**src/rtl/cpuif_pkg.sv**
```systemverilog
package cpuif_pkg;
  localparam int ID_W = 10;
  localparam int SGI_COUNT = 16;
  localparam logic [ID_W-1:0] SPURIOUS_ID = 10'd1023;

  typedef enum logic [1:0] {
    REG_CTRL  = 2'd0,
    REG_PMASK = 2'd1,
    REG_ACK   = 2'd2,
    REG_EOI   = 2'd3
  } cpuif_reg_e;
endpackage

```
**src/rtl/cpuif_arbiter.sv**
```systemverilog
module cpuif_arbiter #(
  parameter int NUM_IRQ = 64,
  parameter int PRIO_W  = 8,
  localparam int IDX_W  = $clog2(NUM_IRQ)
) (
  input  logic [NUM_IRQ-1:0]        elig_i,
  input  logic [NUM_IRQ*PRIO_W-1:0] prio_i,
  output logic                      valid_o,
  output logic [IDX_W-1:0]          idx_o
);
  logic [PRIO_W-1:0] best_prio;

  // Ascending scan with a strict compare: on equal priority the lower ID stays.
  always_comb begin
    valid_o   = 1'b0;
    idx_o     = '0;
    best_prio = '1;
    for (int i = 0; i < NUM_IRQ; i++) begin
      if (elig_i[i] && (!valid_o || (prio_i[i*PRIO_W +: PRIO_W] < best_prio))) begin
        valid_o   = 1'b1;
        idx_o     = IDX_W'(i);
        best_prio = prio_i[i*PRIO_W +: PRIO_W];
      end
    end
  end
endmodule

```
**src/rtl/cpuif_active.sv**
```systemverilog
module cpuif_active #(
  parameter int NUM_IRQ = 64,
  localparam int IDX_W  = $clog2(NUM_IRQ)
) (
  input  logic               clk,
  input  logic               rst,
  input  logic               set_en_i,
  input  logic [IDX_W-1:0]   set_idx_i,
  input  logic               clr_en_i,
  input  logic [IDX_W-1:0]   clr_idx_i,
  output logic [NUM_IRQ-1:0] active_o
);
  for (genvar g = 0; g < NUM_IRQ; g++) begin : g_flag
    always_ff @(posedge clk) begin
      if (rst)
        active_o[g] <= 1'b0;
      else if (set_en_i && (set_idx_i == IDX_W'(g)))
        active_o[g] <= 1'b1;
      else if (clr_en_i && (clr_idx_i == IDX_W'(g)))
        active_o[g] <= 1'b0;
    end
  end


  mark_active_chk: assert property (@(posedge clk) disable iff (rst)
    set_en_i |=> active_o[$past(set_idx_i)]);


  retire_active_chk: assert property (@(posedge clk) disable iff (rst)
    (clr_en_i && !(set_en_i && (set_idx_i == clr_idx_i))) |=> !active_o[$past(clr_idx_i)]);
endmodule

```
**src/rtl/cpuif_ack_eoi.sv**
```systemverilog
module cpuif_ack_eoi
  import cpuif_pkg::*;
#(
  parameter int NUM_IRQ = 64,
  parameter int PRIO_W  = 8,
  parameter int CPU_W   = 3
) (
  input  logic                      clk,
  input  logic                      rst,
  input  logic                      reg_rd_i,
  input  logic                      reg_wr_i,
  input  logic [1:0]                reg_addr_i,
  input  logic [31:0]               reg_wdata_i,
  output logic [31:0]               reg_rdata_o,
  output logic                      reg_rvalid_o,
  input  logic [NUM_IRQ-1:0]        pend_i,
  input  logic [NUM_IRQ*PRIO_W-1:0] prio_i,
  input  logic [SGI_COUNT*CPU_W-1:0] sgi_src_i,
  output logic                      irq_o,
  output logic                      ack_valid_o,
  output logic [ID_W-1:0]           ack_id_o,
  output logic                      eoi_valid_o,
  output logic [ID_W-1:0]           eoi_id_o
);
  localparam int IDX_W = $clog2(NUM_IRQ);
  localparam logic [ID_W-1:0] ID_LIMIT = ID_W'(NUM_IRQ);

  logic              ctrl_en_q;
  logic [1:0]        bypass_q;
  logic [PRIO_W-1:0] pmask_q;
  logic [NUM_IRQ-1:0] active, below_mask, elig;
  logic              best_valid;
  logic [IDX_W-1:0]  best_idx;
  cpuif_reg_e        addr;
  logic              do_ack, do_eoi;
  logic [ID_W-1:0]   eoi_id_w;
  logic [3:0]        sgi_sel;
  logic [31:0]       ack_word, rd_mux;

  for (genvar g = 0; g < NUM_IRQ; g++) begin : g_thresh
    assign below_mask[g] = prio_i[g*PRIO_W +: PRIO_W] < pmask_q;
  end

  assign elig = pend_i & ~active & below_mask;

  cpuif_arbiter #(.NUM_IRQ(NUM_IRQ), .PRIO_W(PRIO_W)) u_arb (
    .elig_i  (elig),
    .prio_i  (prio_i),
    .valid_o (best_valid),
    .idx_o   (best_idx)
  );

  assign addr     = cpuif_reg_e'(reg_addr_i);
  assign do_ack   = reg_rd_i && (addr == REG_ACK) && ctrl_en_q && best_valid;
  assign eoi_id_w = reg_wdata_i[ID_W-1:0];
  assign do_eoi   = reg_wr_i && (addr == REG_EOI) && (eoi_id_w < ID_LIMIT);
  assign sgi_sel  = best_idx[3:0];

  cpuif_active #(.NUM_IRQ(NUM_IRQ)) u_active (
    .clk       (clk),
    .rst       (rst),
    .set_en_i  (do_ack),
    .set_idx_i (best_idx),
    .clr_en_i  (do_eoi),
    .clr_idx_i (eoi_id_w[IDX_W-1:0]),
    .active_o  (active)
  );

  always_comb begin
    ack_word = '0;
    if (ctrl_en_q && best_valid) begin
      ack_word[ID_W-1:0] = ID_W'(best_idx);
      if (best_idx < IDX_W'(SGI_COUNT))
        ack_word[ID_W +: CPU_W] = sgi_src_i[sgi_sel*CPU_W +: CPU_W];
    end else begin
      ack_word[ID_W-1:0] = SPURIOUS_ID;
    end
  end

  always_comb begin
    rd_mux = '0;
    case (addr)
      REG_CTRL:  rd_mux[2:0] = {bypass_q, ctrl_en_q};
      REG_PMASK: rd_mux[PRIO_W-1:0] = pmask_q;
      REG_ACK:   rd_mux = ack_word;
      default:   rd_mux = '0;
    endcase
  end

  always_ff @(posedge clk) begin
    if (rst) begin
      ctrl_en_q    <= 1'b0;
      bypass_q     <= '0;
      pmask_q      <= '0;
      reg_rdata_o  <= '0;
      reg_rvalid_o <= 1'b0;
      ack_valid_o  <= 1'b0;
      ack_id_o     <= '0;
      eoi_valid_o  <= 1'b0;
      eoi_id_o     <= '0;
      irq_o        <= 1'b0;
    end else begin
      reg_rvalid_o <= reg_rd_i;
      if (reg_rd_i) reg_rdata_o <= rd_mux;
      ack_valid_o <= do_ack;
      if (do_ack) ack_id_o <= ID_W'(best_idx);
      eoi_valid_o <= do_eoi;
      if (do_eoi) eoi_id_o <= eoi_id_w;
      if (reg_wr_i && (addr == REG_CTRL)) begin
        ctrl_en_q <= reg_wdata_i[0];
        bypass_q  <= reg_wdata_i[2:1];
      end
      if (reg_wr_i && (addr == REG_PMASK)) pmask_q <= reg_wdata_i[PRIO_W-1:0];
      irq_o <= ctrl_en_q && (|elig);
    end
  end


  irq_needs_enable_chk: assert property (@(posedge clk) disable iff (rst)
    irq_o |-> $past(ctrl_en_q));


  ack_pairs_read_chk: assert property (@(posedge clk) disable iff (rst)
    ack_valid_o |-> (reg_rvalid_o && (reg_rdata_o[ID_W-1:0] == ack_id_o)));


  spurious_no_ack_chk: assert property (@(posedge clk) disable iff (rst)
    (reg_rvalid_o && (reg_rdata_o[ID_W-1:0] == SPURIOUS_ID)) |-> !ack_valid_o);


  eoi_in_range_chk: assert property (@(posedge clk) disable iff (rst)
    eoi_valid_o |-> (eoi_id_o < ID_LIMIT));
endmodule

```
**config.mk**
```make
export PLATFORM = sky130hd
export DESIGN_NAME = cpuif_ack_eoi
export DESIGN_NICKNAME = d
export VERILOG_FILES = /design/src/rtl/cpuif_pkg.sv /design/src/rtl/cpuif_arbiter.sv /design/src/rtl/cpuif_active.sv /design/src/rtl/cpuif_ack_eoi.sv
export SDC_FILE = /design/constraint.sdc
export NUM_CORES = 2
export LEC_CHECK = 0
export BUFFER_PORTS_ARGS = -buffer_cell sky130_fd_sc_hd__buf_2
export CAP_MARGIN = 20
export CORE_MARGIN = 4
export CORE_UTILIZATION = 55
export CTS_CLUSTER_SIZE = 25
export DETAILED_ROUTE_END_ITERATION = 6
export PLACE_DENSITY = 0.78
export SLEW_MARGIN = 20
export SYNTH_ARGS = -nofsm -noshare
export SYNTH_HDL_FRONTEND = slang
export SYNTH_SLANG_ARGS = --single-unit
```
**constraint.sdc**
```tcl
create_clock -name clk -period 152.8 [get_ports clk]
set_input_delay 15.28 -clock clk [delete_from_list [all_inputs] [get_ports clk]]
set_output_delay 15.28 -clock clk [all_outputs]
set_load 0.005 [all_outputs]
```
* Yosys cells after proc, flatten, opt, wreduce, memory -nomap -nowiden
Index checks and enable logic that the tools add are counted.
Word-level totals: bits in registers 127, input port bits 662, output and inout bits 56, word-level logic and storage cells 1055
Cells by class: multiply operators 1, magnitude comparators 129, equality and inequality tests 129, shifts and indexed selects 1, mux-type cells 324, bitwise gates (word level) 3, reduce and logical (&&, ||, !) cells 394
Operators by type and width (number):
- 8-bit less-than comparator | 127
- 8-bit two-way mux | 63
- 6-bit equality test, second input constant | 64
- 1-bit logical AND | 200
- 1-bit two-way mux | 193
- 6-bit by 5-bit equality test with 1-bit output, second input constant | 32
- 6-bit two-way mux | 32
- 64-bit bitwise AND | 2
- 2-bit nonzero test | 64
- 6-bit by 4-bit equality test with 1-bit output, second input constant | 16
- 5-bit two-way mux | 17
- 64-bit inverter | 1
- 64-bit OR reduction | 1
- 1-bit logical NOT | 63
- 1-bit logical OR | 63
- 6-bit by 3-bit equality test with 1-bit output, second input constant | 8
- 48-bit by 7-bit variable part select with 3-bit output | 1
- 4-bit two-way mux | 8
- 6-bit by 2-bit equality test with 1-bit output, second input constant | 4
- 3-bit two-way mux | 6
- 6-bit by 1-bit equality test with 1-bit output, second input constant | 2
- 6-bit logical NOT | 2
- 10-bit by 7-bit less-than comparator with 1-bit output, second input constant | 1
- 10-bit two-way mux | 1
- 8 further kinds | 10

* Longest topological paths before layout
depth in word-level cells 261, gate-level depth with buffers 734, depth with buffers taken out 667

* Modules after synthesis
Synthesis repeated with hierarchy kept, for this count alone.
Unflattened totals: cells, all modules 5371, area total of the unflattened synthesis 39096.2 sq um
Modules (own cells, without submodules):
- cpuif_arbiter | instances 1, cells each 3584, area an instance 24257.0 sq um, sequential area each 0.0 sq um
- cpuif_ack_eoi | instances 1, cells each 1465, area an instance 12094.1 sq um, sequential area each 860.8 sq um
- cpuif_active | instances 1, cells each 322, area an instance 2745.1 sq um, sequential area each 1281.2 sq um

* Worst setup path before layout
OpenSTA, ideal clock, no wires.
path type in2reg, from in prio_i[2], to reg u_active.active_o[10], library setup time 65 ps, arrival 133670 ps, required time 152735 ps, slack 19065 ps, stages 690, buffers on the path 68, cells stage by stage ha_1 -> a211oi_1 -> o21ai_2 -> a21o_2 -> nor2_1 -> ha_1 -> a21oi_1 -> nand2_2 -> a211o_2 -> a31oi_4 -> o211ai_2 -> nand2_1 -> nand2_1 -> o21ai_0 -> inv_1 -> ha_1 -> and4_4 -> a221oi_1 -> [... 654 more ...] -> nor2_4 -> buf_1 -> nor2_1 -> a21oi_1 -> ha_1 -> a21o_1 -> a21o_1 -> a21oi_1 -> nand2_1 -> o2111ai_1 -> a31oi_1 -> o31a_4 -> or2_4 -> buf_6 -> nand4_1 -> nor3_1 -> a22oi_1 -> nor2_1
Between the ends: cells in the longest elaborated chain, start to end 258, elaborated cells between the ends (all ways) 449, those cells by class order compare (64); eq/ne (1); mux (191); bitwise (1); reduce/logical (192)
RTL lines:
- from (decl) | RTL line cpuif_ack_eoi.sv:17 | input logic [NUM_IRQ*PRIO_W-1:0] prio_i,
- 8-bit less-than comparator | RTL line cpuif_ack_eoi.sv:41 | assign below_mask[g] = prio_i[g*PRIO_W +: PRIO_W] < pmask_q;
- 64-bit bitwise AND | RTL line cpuif_ack_eoi.sv:44 | assign elig = pend_i & ~active & below_mask;
- 8-bit two-way mux / 1-bit two-way mux (equally long branches) | RTL line cpuif_arbiter.sv:19 | if (elig_i[i] && (!valid_o || (prio_i[i*PRIO_W +: PRIO_W] < best_prio))) begin
- 8-bit less-than comparator / 1-bit logical NOT (equally long branches) | RTL line cpuif_arbiter.sv:19
- 1-bit logical OR | RTL line cpuif_arbiter.sv:19
- 1-bit logical AND | RTL line cpuif_arbiter.sv:19
- 8-bit two-way mux / 1-bit two-way mux (equally long branches) | RTL line cpuif_arbiter.sv:19
- 8-bit less-than comparator / 1-bit logical NOT (equally long branches) | RTL line cpuif_arbiter.sv:19
- [... 242 more ...]
- 8-bit two-way mux / 1-bit two-way mux (equally long branches) | RTL line cpuif_arbiter.sv:19
- 8-bit less-than comparator / 1-bit logical NOT (equally long branches) | RTL line cpuif_arbiter.sv:19
- 1-bit logical OR | RTL line cpuif_arbiter.sv:19
- 1-bit logical AND | RTL line cpuif_arbiter.sv:19
- 6-bit two-way mux / 1-bit two-way mux (equally long branches) | RTL line cpuif_arbiter.sv:19
- 6-bit by 4-bit equality test with 1-bit output / 1-bit logical AND (equally long branches) | RTL line cpuif_active.sv:17, cpuif_ack_eoi.sv:54
- 1-bit logical AND * | RTL line cpuif_active.sv:17 | else if (set_en_i && (set_idx_i == IDX_W'(g)))
- 1-bit two-way mux / 2-bit nonzero test (equally long branches)
- to (signal, indexed assignment) | RTL line cpuif_active.sv:16 | active_o[g] <= 1'b0;
- to (signal, indexed assignment) | RTL line cpuif_active.sv:18 | active_o[g] <= 1'b1;
- to (signal, indexed assignment) | RTL line cpuif_active.sv:20 | active_o[g] <= 1'b0;
- to (decl) | RTL line cpuif_active.sv:11 | output logic [NUM_IRQ-1:0] active_o
Every way passes the cells marked *; elsewhere a longest branch is shown, timed or not. A chain may end at the register's enable or synchronous reset.

* Worst setup path in the final report
from in prio_i[7], to reg u_active.active_o[42]
Between the ends: cells in the longest elaborated chain, start to end 258, elaborated cells between the ends (all ways) 449, those cells by class order compare (64); eq/ne (1); mux (191); bitwise (1); reduce/logical (192)
RTL lines (RTL line):
- 8-bit less-than comparator | cpuif_ack_eoi.sv:41
- 64-bit bitwise AND | cpuif_ack_eoi.sv:44
- 8-bit two-way mux / 1-bit two-way mux (equally long branches) | cpuif_arbiter.sv:19
- 8-bit less-than comparator / 1-bit logical NOT (equally long branches) | cpuif_arbiter.sv:19
- 1-bit logical OR | cpuif_arbiter.sv:19
- 1-bit logical AND | cpuif_arbiter.sv:19
- 8-bit two-way mux / 1-bit two-way mux (equally long branches) | cpuif_arbiter.sv:19
- 8-bit less-than comparator / 1-bit logical NOT (equally long branches) | cpuif_arbiter.sv:19
- [... 242 more ...]
- 8-bit two-way mux / 1-bit two-way mux (equally long branches) | cpuif_arbiter.sv:19
- 8-bit less-than comparator / 1-bit logical NOT (equally long branches) | cpuif_arbiter.sv:19
- 1-bit logical OR | cpuif_arbiter.sv:19
- 1-bit logical AND | cpuif_arbiter.sv:19
- 6-bit two-way mux / 1-bit two-way mux (equally long branches) | cpuif_arbiter.sv:19
- 6-bit equality test / 1-bit logical AND (equally long branches) | cpuif_active.sv:17, cpuif_ack_eoi.sv:54
- 1-bit logical AND * | cpuif_active.sv:17
- 1-bit two-way mux / 2-bit nonzero test (equally long branches)
Marked as above.

==> parameters.txt <==
Parameter                              Value

Critical path
  Critical path endpoint category ... flop
  Worst EP required ... between 150 and 200 ns
  Critical path's largest stage delay ... 0.70 ns
  Reg-to-reg setup timing slack ... between 20 and 25 ns
  Buffer and inverter count on the worst path ... 33
  Worst-path maximum fanout ... 22
  Cells on worst reg2reg path ... 629
  Worst r2r src ... pmask_q[6]$_SDFFE_PP0P_
  Most used cell along the critical path ... sky130_fd_sc_hd__a21oi_1
  WS Path Type ... in -> reg
  End of the worst register-to-register path ... u_active.active_o[42]$_SDFFE_PP0P_
  Critical path's top delay family ... compound AO/OA/AOI/OAI gates
  Crit path launch type ... input port
  WP data arrival ... about 140 ns
  Cell with the largest stage delay on the worst path ... sky130_fd_sc_hd__or4_2

Detailed routing
  First-pass DRT Iterations ... 6
  Detail Route Antenna Nets ... 0
  DRC violations left ... 0
  Average routed wire per standard cell ... 22.08 um
  Final Routed Wirelength ... around 160000 um
  Number of DRC markers after the initial detailed-route iteration ... between 4000 and 5000
  Vias/cell ... between 6 and 7
  Count of vias placed by the detailed router ... 45980

Layout
  Area used by sequential logic in the layout ... 2143 um^2
  Proportion of layout cells with a drive suffix above 1 ... 23.96%
  Footprint of the multi-input gates ... between 30000 and 40000 um^2
  Nets ... approximately 7500
  Filler cell count in the final layout ... ~7000
  Area growth, synth to finish ... 11.68%
  Fraction of the core area covered by cells at the end of the flow ... about three fifths

Floorplan
  Y dimension of the die ... 281.5 um
  Die Footprint ... about 79000 um^2
  Core Region ... roughly 74000 um^2
  Cell row count ... 100
  Boundary pin count ... roughly 720
  Floorplan die width ... 281.5 um
  Effective utilization at floorplan ... 55.34%

Placement
  Detailed-placement wirelength estimate ... 129400 um
  Number of buffers inserted by port buffering ... 672
  GP Congestion ... ~1

Timing
  Total setup violations reported at the end of the flow ... 0
  Tmin final ... around 140 ns
  Worst setup skew after layout ... between 0.015 and 0.02 ns
  Total count of hold-check failures in the final report ... 0
  Total count of max-transition violations in the final report ... 0
  Rel. slew slack ... 24.77%
  Highest achievable clock rate ... 0.006946 GHz
  Worst-margin pin slew ... between 1 and 1.5 ns
  Period utilisation layout ... approximately 94%

Min path
  WHS Path Cells ... 2
  Endpoint, Worst Hold ... eoi_id_o[5]$_SDFFE_PP0P_
  Min-Delay Path Class ... reg -> reg
  Hold path startpoint ... eoi_id_o[5]$_SDFFE_PP0P_

Synth
  XOR/XNOR Fraction of Synth Area ... less than 1%
  Share of synthesized area occupied by flip-flops and latches ... roughly 5.2%
  Synthesis warning total ... 0
  Post-synthesis mux area share ... 4.892%
  Gate Count Post-Synth ... about 5500
  Share of the synthesized area in compound gates (AO/OA/AOI/OAI) ... about a third
  Count of unique library cells instantiated by Yosys ... approximately 190
  Adder and majority cell fraction of the synthesized area ... roughly 25%
  Synth Flop Type ... sky130_fd_sc_hd__dfxtp_1
  Number of enable-type register cells in the synthesized netlist ... 0
  Proportion of register bits with asynchronous set or reset after synthesis ... 0%
  Synth Area in Simple Gates ... 24.38%
  Largest family of logic cells by synthesized area ... compound AO/OA/AOI/OAI gates
  Summed instance area of the synthesized netlist ... a little over 40000 um^2
  Post-synthesis register bit count ... roughly 110
  Per-instance average area after synthesis ... 7.511 um^2

Global route
  Global-route wire length before repair ... between 200000 and 250000 um
  Number of global-route vias before repair ... 42680
  Total congestion overflow after global routing ... 0
  Total global-route track usage ... about 37%
  Pin count of the biggest net entering global routing ... slightly below 100
  Antenna violations before repair ... 83

CTS
  Largest buffer count on any clock path ... 2
  Total of hold buffers inserted after clock tree synthesis ... 0
  TritonCTS clock tree ... done
  Cell chosen for the clock root ... sky130_fd_sc_hd__clkbuf_16
  Maximum level of the CTS H-tree ... 3
  Clock insertion delay at the later pin of the skew report ... approximately 0.36 ns
  Number of CTS-inserted buffers ... 9
  Clock-pin transition on the worst setup and hold timing paths ... around 0.080 ns
  CTS Sinks ... 107

Run
  Maximum capacitance violations ... 0

Status
  Result of the run ... complete, no violations
cell type report:
cell class	instances	share of cell area, %
inverter	303	2.476
clock buffer	10	0.5203
clock inverter	5	0.09806
antenna	87	0.4740
tap	969	2.640
timing repair buffer	756	8.755
multi-input combinational	4933	80.37
sequential	107	4.666
synthesized netlist by cell type, drive strengths merged, types with 48 or more instances:
cell    instances  area [um^2]
a211oi         53        503.0
a21o          186         1463
a21oi         513         2755
a22oi          48        385.4
a31oi          52        452.9
and2           49        365.4
and3           78        568.0
buf            82        757.0
clkbuf         67        583.1
dfxtp         107         2142
ha            771         9647
inv           302         1134
maj3           49        494.2
mux2           69        825.8
mux2i         108         1186
nand2         561         2178
nand2b        112        703.2
nand3         124        658.1
nand4          58        362.9
nor2          478         1888
nor2b         156        980.9
nor3           78        460.4
o211ai         66        559.3
o21a           64        489.2
o21ai         522         2718
repair_timing:
action | in CTS | in global routing
setup endpoints to repair | 0 | 79
gates resized for setup | 0 | 85
buffers inserted | 0 | 55
kinds of logic (layout without fill, tap and decap cells):
kind of cell,count (synthesis),in the layout
AO/OA/AOI/OAI,1963,1964
AND/OR/NAND/NOR,1918,1918
adder cells (fa/ha/maj),820,820
buffers and inverters,459,1074
multiplexers,177,177
flip-flops,107,107
XOR/XNOR,31,31
other,1,110
worst max path at each step:
stage               from                            endpoint  cells after the start  slack (ns)
4_1_cts        prio_i[7]        reg_rdata_o[12]$_SDFFE_PP0P_                    620        0.54
6_report       prio_i[7]  u_active.active_o[42]$_SDFFE_PP0P_                    629        8.82
3_3_place_gp   prio_i[2]        reg_rdata_o[12]$_SDFFE_PP0P_                    619        2.26
5_1_grt        prio_i[7]  u_active.active_o[26]$_SDFFE_PP0P_                    632       -0.25
3_5_place_dp   prio_i[2]        reg_rdata_o[12]$_SDFFE_PP0P_                    617        0.59
2_1_floorplan  prio_i[2]  u_active.active_o[10]$_SDFFE_PP0P_                    690       19.07
state kept, by name, summed over array words and instances (netlist names), 2 cells and up:
name	count
ack_id_o	6
bypass_q	2
eoi_id_o	10
pmask_q	8
reg_rdata_o	12
u_active.active_o	64
layer usage:
metal	track usage (%)	wire length, um	vias to the layer above
li1	-	-	21940
met5	0	126	-
met3	7.808	13990	539
met1	44.80	62490	21290
met2	59.77	70500	2194
met4	23.92	11180	18
worst reg2reg max path: cells and delay by family, from the launching register on:
kind	cells	cell delay, ns
DFF	1	0.34
adders and majority gates	64	18.76
buffers and inverters	33	4.06
and+or+nand+nor	170	30.75
muxes	19	5.41
AOI/OAI and AO/OA	343	70.45
layout by cell type (no fill, tap or decap), types with 38 or more instances in the layout:
master | synthesis | routed
sky130_fd_sc_hd__o21a_1 | 57 | 56
sky130_fd_sc_hd__a21oi_1 | 469 | 466
sky130_fd_sc_hd__nand4_1 | 58 | 58
sky130_fd_sc_hd__nor2b_1 | 154 | 154
sky130_fd_sc_hd__a22oi_1 | 43 | 43
sky130_fd_sc_hd__a21o_1 | 148 | 148
sky130_fd_sc_hd__buf_4 | 36 | 83
sky130_fd_sc_hd__o21ai_1 | 36 | 49
sky130_fd_sc_hd__o211ai_1 | 55 | 55
sky130_fd_sc_hd__ha_1 | 771 | 771
sky130_fd_sc_hd__o22ai_1 | 43 | 43
sky130_fd_sc_hd__mux2i_1 | 94 | 91
sky130_fd_sc_hd__and3_2 | 44 | 44
sky130_fd_sc_hd__nand3_1 | 118 | 117
sky130_fd_sc_hd__a21oi_2 | 41 | 40
sky130_fd_sc_hd__dfxtp_1 | 107 | 106
sky130_fd_sc_hd__o21ai_0 | 466 | 453
sky130_fd_sc_hd__nand2b_1 | 111 | 111
sky130_fd_sc_hd__maj3_1 | 46 | 46
sky130_fd_sc_hd__mux2_2 | 51 | 51
sky130_fd_sc_hd__nor2_1 | 458 | 454
sky130_fd_sc_hd__nand2_1 | 538 | 532
sky130_fd_sc_hd__buf_2 | 4 | 671
sky130_fd_sc_hd__a31oi_1 | 40 | 38
sky130_fd_sc_hd__nor3_1 | 69 | 67
sky130_fd_sc_hd__diode_2 | 0 | 87
sky130_fd_sc_hd__inv_1 | 301 | 294
through the flow:
step / instance area, um^2 / hold slack (ns) / cells / TNS, ns / setup WS, ns
3_3_place_gp: 44610 / 0.4410 / 7012 / 0 / 2.258
3_5_place_dp: 44610 / 0.4478 / 7012 / 0 / 0.5913
2_1_floorplan: 41210 / 0.4349 / 5498 / 0 / 19.07
5_1_grt: 45880 / 0.4783 / 7147 / -7.224 / -0.2507
6_report: 45930 / 0.4588 / 7170 / 0 / 8.823
4_1_cts: 44890 / 0.4596 / 7027 / 0 / 0.5419
Power is left out: the tool's default activity adds up to more than one toggle a clock period on the data nets, which glitch-free logic cannot reach.
